===== config.mk =====
export PLATFORM = sky130hd
export DESIGN_NAME = aclk_master_gen
export DESIGN_NICKNAME = d
export VERILOG_FILES = /design/src/rtl/aclk_pkg.sv /design/src/rtl/aclk_cfg_hold.sv /design/src/rtl/aclk_ratio_decode.sv /design/src/rtl/aclk_phase_gen.sv /design/src/rtl/aclk_master_gen.sv
export SDC_FILE = /design/constraint.sdc
export NUM_CORES = 1
export LEC_CHECK = 0
export ABC_AREA = 1
export BUFFER_PORTS_ARGS = -buffer_cell sky130_fd_sc_hd__buf_2
export CORE_MARGIN = 2
export CORE_UTILIZATION = 30
export DETAILED_ROUTE_END_ITERATION = 8
export PLACE_DENSITY = 0.56
export SKIP_LAST_GASP = 1
export SLEW_MARGIN = 20
export SYNTH_ARGS = -nofsm -noshare
export SYNTH_HDL_FRONTEND = slang
export SYNTH_SLANG_ARGS = --single-unit

===== constraint.sdc =====
create_clock -name mclk -period 8 [get_ports mclk]
set_input_delay 0.4 -clock mclk [delete_from_list [all_inputs] [get_ports mclk]]
set_output_delay 0.4 -clock mclk [all_outputs]
set_load 0.03 [all_outputs]

===== src/rtl/aclk_pkg.sv =====
`timescale 1ns/1ps
package aclk_pkg;
   localparam int CODE_W = 4;

   typedef struct packed {
      logic              master;
      logic              fast;
      logic [CODE_W-1:0] code;
   } aclk_ctl_t;
endpackage


===== src/rtl/aclk_cfg_hold.sv =====
`timescale 1ns/1ps
module aclk_cfg_hold
   import aclk_pkg::*;
(
   input  logic      mclk,
   input  logic      rst_n,
   input  logic      pwr_dn,
   input  aclk_ctl_t ctl_in,
   output aclk_ctl_t ctl_q
);
   always_ff @(posedge mclk or negedge rst_n) begin
      if (!rst_n) begin
         ctl_q <= '0;
      end else if (pwr_dn) begin
         ctl_q <= ctl_in;
      end
   end
endmodule


===== src/rtl/aclk_ratio_decode.sv =====
`timescale 1ns/1ps
module aclk_ratio_decode
   import aclk_pkg::*;
#(
   parameter int MAX_CODE     = 8,
   parameter int BASE_LOG2    = 6,
   parameter bit ALLOW_DIRECT = 1'b1,
   parameter int CNT_W        = 10,
   parameter int LOG_W        = 3
) (
   input  aclk_ctl_t        ctl,
   output logic             invalid,
   output logic [LOG_W-1:0] div_log2,
   output logic [CNT_W-1:0] ratio_m1,
   output logic [CNT_W-1:0] half
);
   int   code_i;
   int   k_i;
   int   ratio_i;
   logic direct_bad;

   // divisor exponent and frame length from the code family
   always_comb begin
      code_i = int'(ctl.code);
      if (!ctl.code[0]) begin
         k_i     = code_i / 2 - int'(ctl.fast);
         ratio_i = 1 << (BASE_LOG2 + code_i / 2);
      end else begin
         k_i     = 1 + (code_i - 1) / 2 - int'(ctl.fast);
         ratio_i = 3 << (BASE_LOG2 - 1 + (code_i - 1) / 2);
      end
   end

   generate
      if (ALLOW_DIRECT) begin : g_direct_ok
         assign direct_bad = 1'b0;
      end else begin : g_direct_bad
         assign direct_bad = (k_i == 0);
      end
   endgenerate

   always_comb begin
      invalid = (code_i > MAX_CODE) || (k_i < 0) || direct_bad;
      if (invalid) begin
         div_log2 = '0;
         ratio_m1 = '0;
         half     = '0;
      end else begin
         div_log2 = LOG_W'(k_i);
         ratio_m1 = CNT_W'(ratio_i - 1);
         half     = CNT_W'(ratio_i / 2);
      end
   end
endmodule


===== src/rtl/aclk_phase_gen.sv =====
`timescale 1ns/1ps
module aclk_phase_gen #(
   parameter int CNT_W        = 10,
   parameter int LOG_W        = 3,
   parameter bit ALLOW_DIRECT = 1'b1
) (
   input  logic             mclk,
   input  logic             rst_n,
   input  logic             run_req,
   input  logic [LOG_W-1:0] div_log2,
   input  logic [CNT_W-1:0] ratio_m1,
   input  logic [CNT_W-1:0] half,
   output logic             bclk,
   output logic             fclk
);
   logic             run_q;
   logic             bclk_q;
   logic             fclk_q;
   logic [CNT_W-1:0] pos_q;
   logic [CNT_W-1:0] pos_n;
   logic [CNT_W-1:0] bit_mask;
   logic             bclk_n;

   always_comb begin
      pos_n    = (pos_q == ratio_m1) ? '0 : pos_q + 1'b1;
      bit_mask = CNT_W'(1) << (div_log2 - LOG_W'(1));
      bclk_n   = (div_log2 != '0) && ((pos_n & bit_mask) != '0);
   end

   always_ff @(posedge mclk or negedge rst_n) begin
      if (!rst_n) begin
         run_q  <= 1'b0;
         pos_q  <= '0;
         bclk_q <= 1'b0;
         fclk_q <= 1'b0;
      end else begin
         run_q <= run_req;
         if (!run_q) begin
            pos_q  <= '0;
            bclk_q <= 1'b0;
            fclk_q <= 1'b0;
         end else begin
            pos_q  <= pos_n;
            bclk_q <= bclk_n;
            fclk_q <= (pos_n >= half);
         end
      end
   end

   generate
      if (ALLOW_DIRECT) begin : g_pass
         assign bclk = run_q & ((div_log2 == '0) ? ~mclk : bclk_q);
      end else begin : g_div_only
         assign bclk = run_q & bclk_q;
      end
   endgenerate

   assign fclk = run_q & fclk_q;
endmodule


===== src/rtl/aclk_master_gen.sv =====
`timescale 1ns/1ps
module aclk_master_gen
   import aclk_pkg::*;
#(
   parameter int MAX_CODE     = 8,
   parameter int BASE_LOG2    = 6,
   parameter bit ALLOW_DIRECT = 1'b1
) (
   input  logic              mclk,
   input  logic              rst_n,
   input  logic              pwr_dn,
   input  logic              master_sel,
   input  logic              bclk_fast,
   input  logic [CODE_W-1:0] ratio_code,
   output logic              bclk_o,
   output logic              fclk_o,
   output logic              bclk_oe,
   output logic              fclk_oe,
   output logic              cfg_invalid
);
   localparam int CNT_W = BASE_LOG2 + MAX_CODE / 2;
   localparam int LOG_W = $clog2(MAX_CODE / 2 + 2);

   generate
      if (MAX_CODE % 2 != 0) begin : g_chk_even
         $error("MAX_CODE must be even");
      end
      if (MAX_CODE >= (1 << CODE_W)) begin : g_chk_code
         $error("MAX_CODE does not fit the code width");
      end
      if (BASE_LOG2 < 2) begin : g_chk_base
         $error("BASE_LOG2 must be at least 2");
      end
   endgenerate

   aclk_ctl_t        ctl_in;
   aclk_ctl_t        ctl_q;
   logic [LOG_W-1:0] div_log2;
   logic [CNT_W-1:0] ratio_m1;
   logic [CNT_W-1:0] half;
   logic             run_req;

   assign ctl_in = '{master: master_sel, fast: bclk_fast, code: ratio_code};

   aclk_cfg_hold u_hold (
      .mclk   (mclk),
      .rst_n  (rst_n),
      .pwr_dn (pwr_dn),
      .ctl_in (ctl_in),
      .ctl_q  (ctl_q)
   );

   aclk_ratio_decode #(
      .MAX_CODE     (MAX_CODE),
      .BASE_LOG2    (BASE_LOG2),
      .ALLOW_DIRECT (ALLOW_DIRECT),
      .CNT_W        (CNT_W),
      .LOG_W        (LOG_W)
   ) u_dec (
      .ctl      (ctl_q),
      .invalid  (cfg_invalid),
      .div_log2 (div_log2),
      .ratio_m1 (ratio_m1),
      .half     (half)
   );

   assign run_req = ctl_q.master & ~cfg_invalid & ~pwr_dn;

   aclk_phase_gen #(
      .CNT_W        (CNT_W),
      .LOG_W        (LOG_W),
      .ALLOW_DIRECT (ALLOW_DIRECT)
   ) u_gen (
      .mclk     (mclk),
      .rst_n    (rst_n),
      .run_req  (run_req),
      .div_log2 (div_log2),
      .ratio_m1 (ratio_m1),
      .half     (half),
      .bclk     (bclk_o),
      .fclk     (fclk_o)
   );

   assign bclk_oe = ctl_q.master;
   assign fclk_oe = ctl_q.master;
endmodule


After elaboration in Yosys (flattened, before gate mapping). Cells that the tools add are included.

Logic and storage cells: 50. Input bits: 9. Register bits: 19. Bits in latches: 0. Memories: 0. Output and inout port bits: 5. Memory bits (writable): 0. Memory bits (read-only): 0.

Divide/modulo/power cells: 0. Multiply operators: 0. Equality and inequality tests: 1. Muxes and demuxes: 10. Order comparisons: 3. Reduce and logical (&&, ||, !) cells: 5. Add/sub/neg operators: 11. Shifts and indexed selects: 3. Bitwise operators: 10.

Operator list (number): $mux W32 (2); $mux W10 (4); $add A2 B32 Y32 const A (1); $add A32 B1 Y32 (1); $add A4 B32 Y32 const A (1); $lt A32 B1 Y1 const B (1); $shl A1 B32 Y32 const A (1); $shl A2 B32 Y32 const A (1); $sub A32 B2 Y32 (1); $add A10 B1 Y10 (1); $add A10 B1 Y10 const B (1); $and A10 B10 Y10 (1); $eq A10 B10 Y1 (1); $ge A10 B10 Y1 (1); $reduce_bool A10 Y1 (1); $shl A1 B3 Y10 const A (1); $sub A10 B2 Y10 const B (1); $and A1 B1 Y1 (6); $sub A4 B1 Y5 const B (1); $add A3 B3 Y4 const A (1); $gt A4 B4 Y1 const B (1); $sub A3 B1 Y4 (1); $logic_not A3 Y1 (1); $mux W1 (3); other kinds (6) (8).

Longest topological paths before layout.
Depth in word-level cells: 15. Gate-level depth with buffers: 52. Depth with buffers taken out: 50.

Hierarchy. From an unflattened synthesis, not the netlist that was laid out.

Cell total of the unflattened synthesis: 566. Area total of the unflattened synthesis: 3482.1 um^2.

By module, submodules not included: aclk_ratio_decode (sequential area each 0.0 um^2, area each 2057.0 um^2, times used 1, cells an instance 360); aclk_phase_gen (sequential area each 325.3 um^2, area each 1182.4 um^2, times used 1, cells an instance 177); aclk_cfg_hold (sequential area each 150.1 um^2, area each 221.5 um^2, times used 1, cells an instance 25); aclk_master_gen (sequential area each 0.0 um^2, area each 21.3 um^2, times used 1, cells an instance 4).

==> reports/qor.txt <==
status = finished, final reports clean
RSZ-0062 raised after global routing = no
post-synthesis simple-gate area fraction = 46.1%
largest stage delay on the critical path = 0.46 ns
clk_skew = 0.0105 ns
EDFF count, synth = 0
gr usage total = 14.4%
Routed Antenna Nets = 0
Layout area overhead = 9.90%
Pre-Repair DR Iteration Count = 4
# nets final = 640
FP Rows = 40
critical path's slowest cell = dfrtp_1
Synth Area in XOR/XNOR = 2.45%
hold crit path type = input port to register
initial DRC count = 203
Synth Warn # = 0
crit end category = register
fraction of registers with async set/reset = 100%
final worst-path cycle share = 81.2%
global-route wire length before repair = 15.3 mm
routed via count = 3479
post-synth cell types = 46
maximum fanout along the worst path = 11
Final Slew Violations = 0
layout cells sized above 1 = 14.2%
P_sw = 285 uW
internal power = 343 uW
sequential share of the synthesized area = 13.1%
maximum VDD drop = 112 uV
largest family of logic cells by synthesized area = simple AND/OR/NAND/NOR gates
Compound-Gate Fraction of Synth Area = 8.18%
CTS Hold Bufs = 1
Core Area = 11900 um2
Die H = 114 um
combinational share of power = 53.9%
Max Cap Viol = 0
DIE AREA = 13000 um2
Syn Nets = 626
Register Area = 475 um2
via/cell ratio = 4.81
mux cell area share after synthesis = 0%
die span in x = 114 um
critical path type = register to register
Resized cells post-CTS = 0
CTS clk-pin slew, worst paths = 0.06 ns
CTS tree = built
most frequent cell on the critical path = nand2_1
vias in the first global route = 3378
number of placed I/O pins = 14
post-CTS setup buffers = 0
synthesized area per cell = 6.44 um2
sw frac = 45.4%
Fill cells = 1306
Skew-Pair Late Insertion Delay = 0.37 ns
Critical Path Start Type = register
GPL Wtd Cong = 0.851
Worst Tran Pin Value = 0.560 ns
hold_sp = master_sel
final setup violation count = 0
power after layout = 628 uW
Routed WL = 8.69 mm
Clk pwr share = 29.3%
area of the multi-input gates = 2740 um2
dpl hpwl = 7.26 mm
largest net degree at the start of global routing = 27
antenna violations before repair = 0
PwrDens = 157 nW/um2
GR Overflow Total = 0
grt met3 use = 2.07%
WP data arrival = 6.74 ns
f_max = 154 MHz
Setup TNS Final = 0 ns
r2r startpoint = u_hold.ctl_q[3]
Adder-Cell Fraction of Synth Area = 18.8%
top_reg_cell synth = dfrtp_1
diode count = 0
Initial Util = 30.5%
minimum clock period = 6.49 ns
flops & latches, synth = 19
drt drc = 0
Hold Vio Cnt, Final = 0
met1 Use GR = 19.4%
met2 GRT Util = 23.9%
Mapped Cells = 563
Slew headroom = 62.3%
crit path from = u_hold.ctl_q[3]
Pleak = 2.05 nW
sequential share of power = 16.9%
Port-buffer cells = 13
drt wl/cell = 12.0 um
Top Usage Layer GRT = met2
WP data required = 8.24 ns
Mapped Area = 3630 um2
## flip-flops by register name (all words and copies together), names as in the netlist
register	flops
u_gen.fclk_q	1
u_gen.pos_q	10
u_hold.ctl_q	6
u_gen.bclk_q	1
u_gen.run_q	1
## synthesized netlist by cell type, types with 6 or more instances
cell type,instances,area share [%]
nand3_2,9,2.5
dfrtp_1,19,13
inv_2,8,0.83
nand3_1,50,6.9
nor2_2,6,1.0
a21oi_1,10,1.4
xor2_1,6,1.4
nand2_4,6,1.9
ha_1,53,18
nand4_1,16,2.8
nand2_2,11,1.9
o21ai_0,14,1.9
nor2_1,54,5.6
nor3_1,15,2.1
inv_1,85,8.8
nand2_1,142,15
## stage by stage
step / std cells / worst slack (ns) / utilization, % / area [um2] / hold slack [ns]
2_1_floorplan: 563 / 2.19 / - / 3630 / 0.104
3_3_place_gp: 715 / 1.69 / 32.1 / 3820 / 0.366
3_5_place_dp: 715 / 1.53 / 32.1 / 3820 / 0.371
4_1_cts: 723 / 1.53 / 33.5 / 3990 / 0.232
5_1_grt: 723 / 0.668 / 33.5 / 3990 / 0.256
6_report: 723 / 1.51 / 33.5 / 3990 / 0.234
## worst paths after layout
kind	to	slack, ns	cells after the start
max in group asynchronous	u_hold.ctl_q[3]	7.18	2
max	u_gen.fclk_q	1.51	46
min reg2reg	u_hold.ctl_q[5]	0.55	2
max reg2reg	u_gen.fclk_q	1.51	46
min	u_hold.ctl_q[5]	0.23	3
min in group asynchronous	u_gen.pos_q[7]	0.50	2
## critical path: cells and delay by family, from the launching register on
| family | cells | cell delay, ns |
|---|---|---|
| simple gates | 30 | 3.02 |
| fa+ha+maj | 7 | 1.71 |
| flops | 1 | 0.46 |
| compound gates | 5 | 0.69 |
| buf+inv | 4 | 0.46 |
## cells by family (layout without fill, tap and decap cells)
kind of cell,count (synthesis),count (layout)
xor+xnor,8,8
buf+inv,102,115
fa+ha+maj,54,54
compound gates,46,46
flops,19,19
simple gates,333,333
other cells,1,1
## per-layer routing
layer | vias to the layer above | wire, um
met1 | 1564 | 4430
li1 | 1846 | -
met4 | 0 | 112
met2 | 56 | 3890
met3 | 13 | 252
met5 | - | 0
## layout make-up
class | count | area share, %
Multi-Input combinational cell | 442 | 68.8
Sequential cell | 19 | 11.9
Inverter | 94 | 8.85
Tap cell | 147 | 4.61
Clock buffer | 7 | 3.89
Timing Repair Buffer | 13 | 1.76
Clock inverter | 1 | 0.126
## cell usage in the layout (no fill, tap or decap), drive strengths merged, types with 2 or more instances in the layout
| cell type | n |
|---|---|
| or2 | 3 |
| nand2 | 159 |
| inv | 93 |
| a211oi | 2 |
| nand3b | 5 |
| xor2 | 7 |
| o21a | 2 |
| nor4 | 2 |
| o21ai | 20 |
| o221ai | 2 |
| clkbuf | 6 |
| a21oi | 13 |
| clkinv | 2 |
| o31ai | 2 |
| dfrtp | 19 |
| nor2 | 65 |
| nor3 | 19 |
| nand4 | 19 |
| ha | 53 |
| nand3 | 61 |
| buf | 13 |
## power by group through the flow
stage	clock network, mW	registers (mW)	logic [mW]
after floorplan	0.00130	0.107	0.273
after global placement	0.00165	0.107	0.333
after detailed placement	0.00165	0.108	0.337
after CTS	0.190	0.106	0.339
after global routing	0.195	0.106	0.387
final	0.184	0.106	0.338
Note: power is estimated with default switching activity, not from simulation.
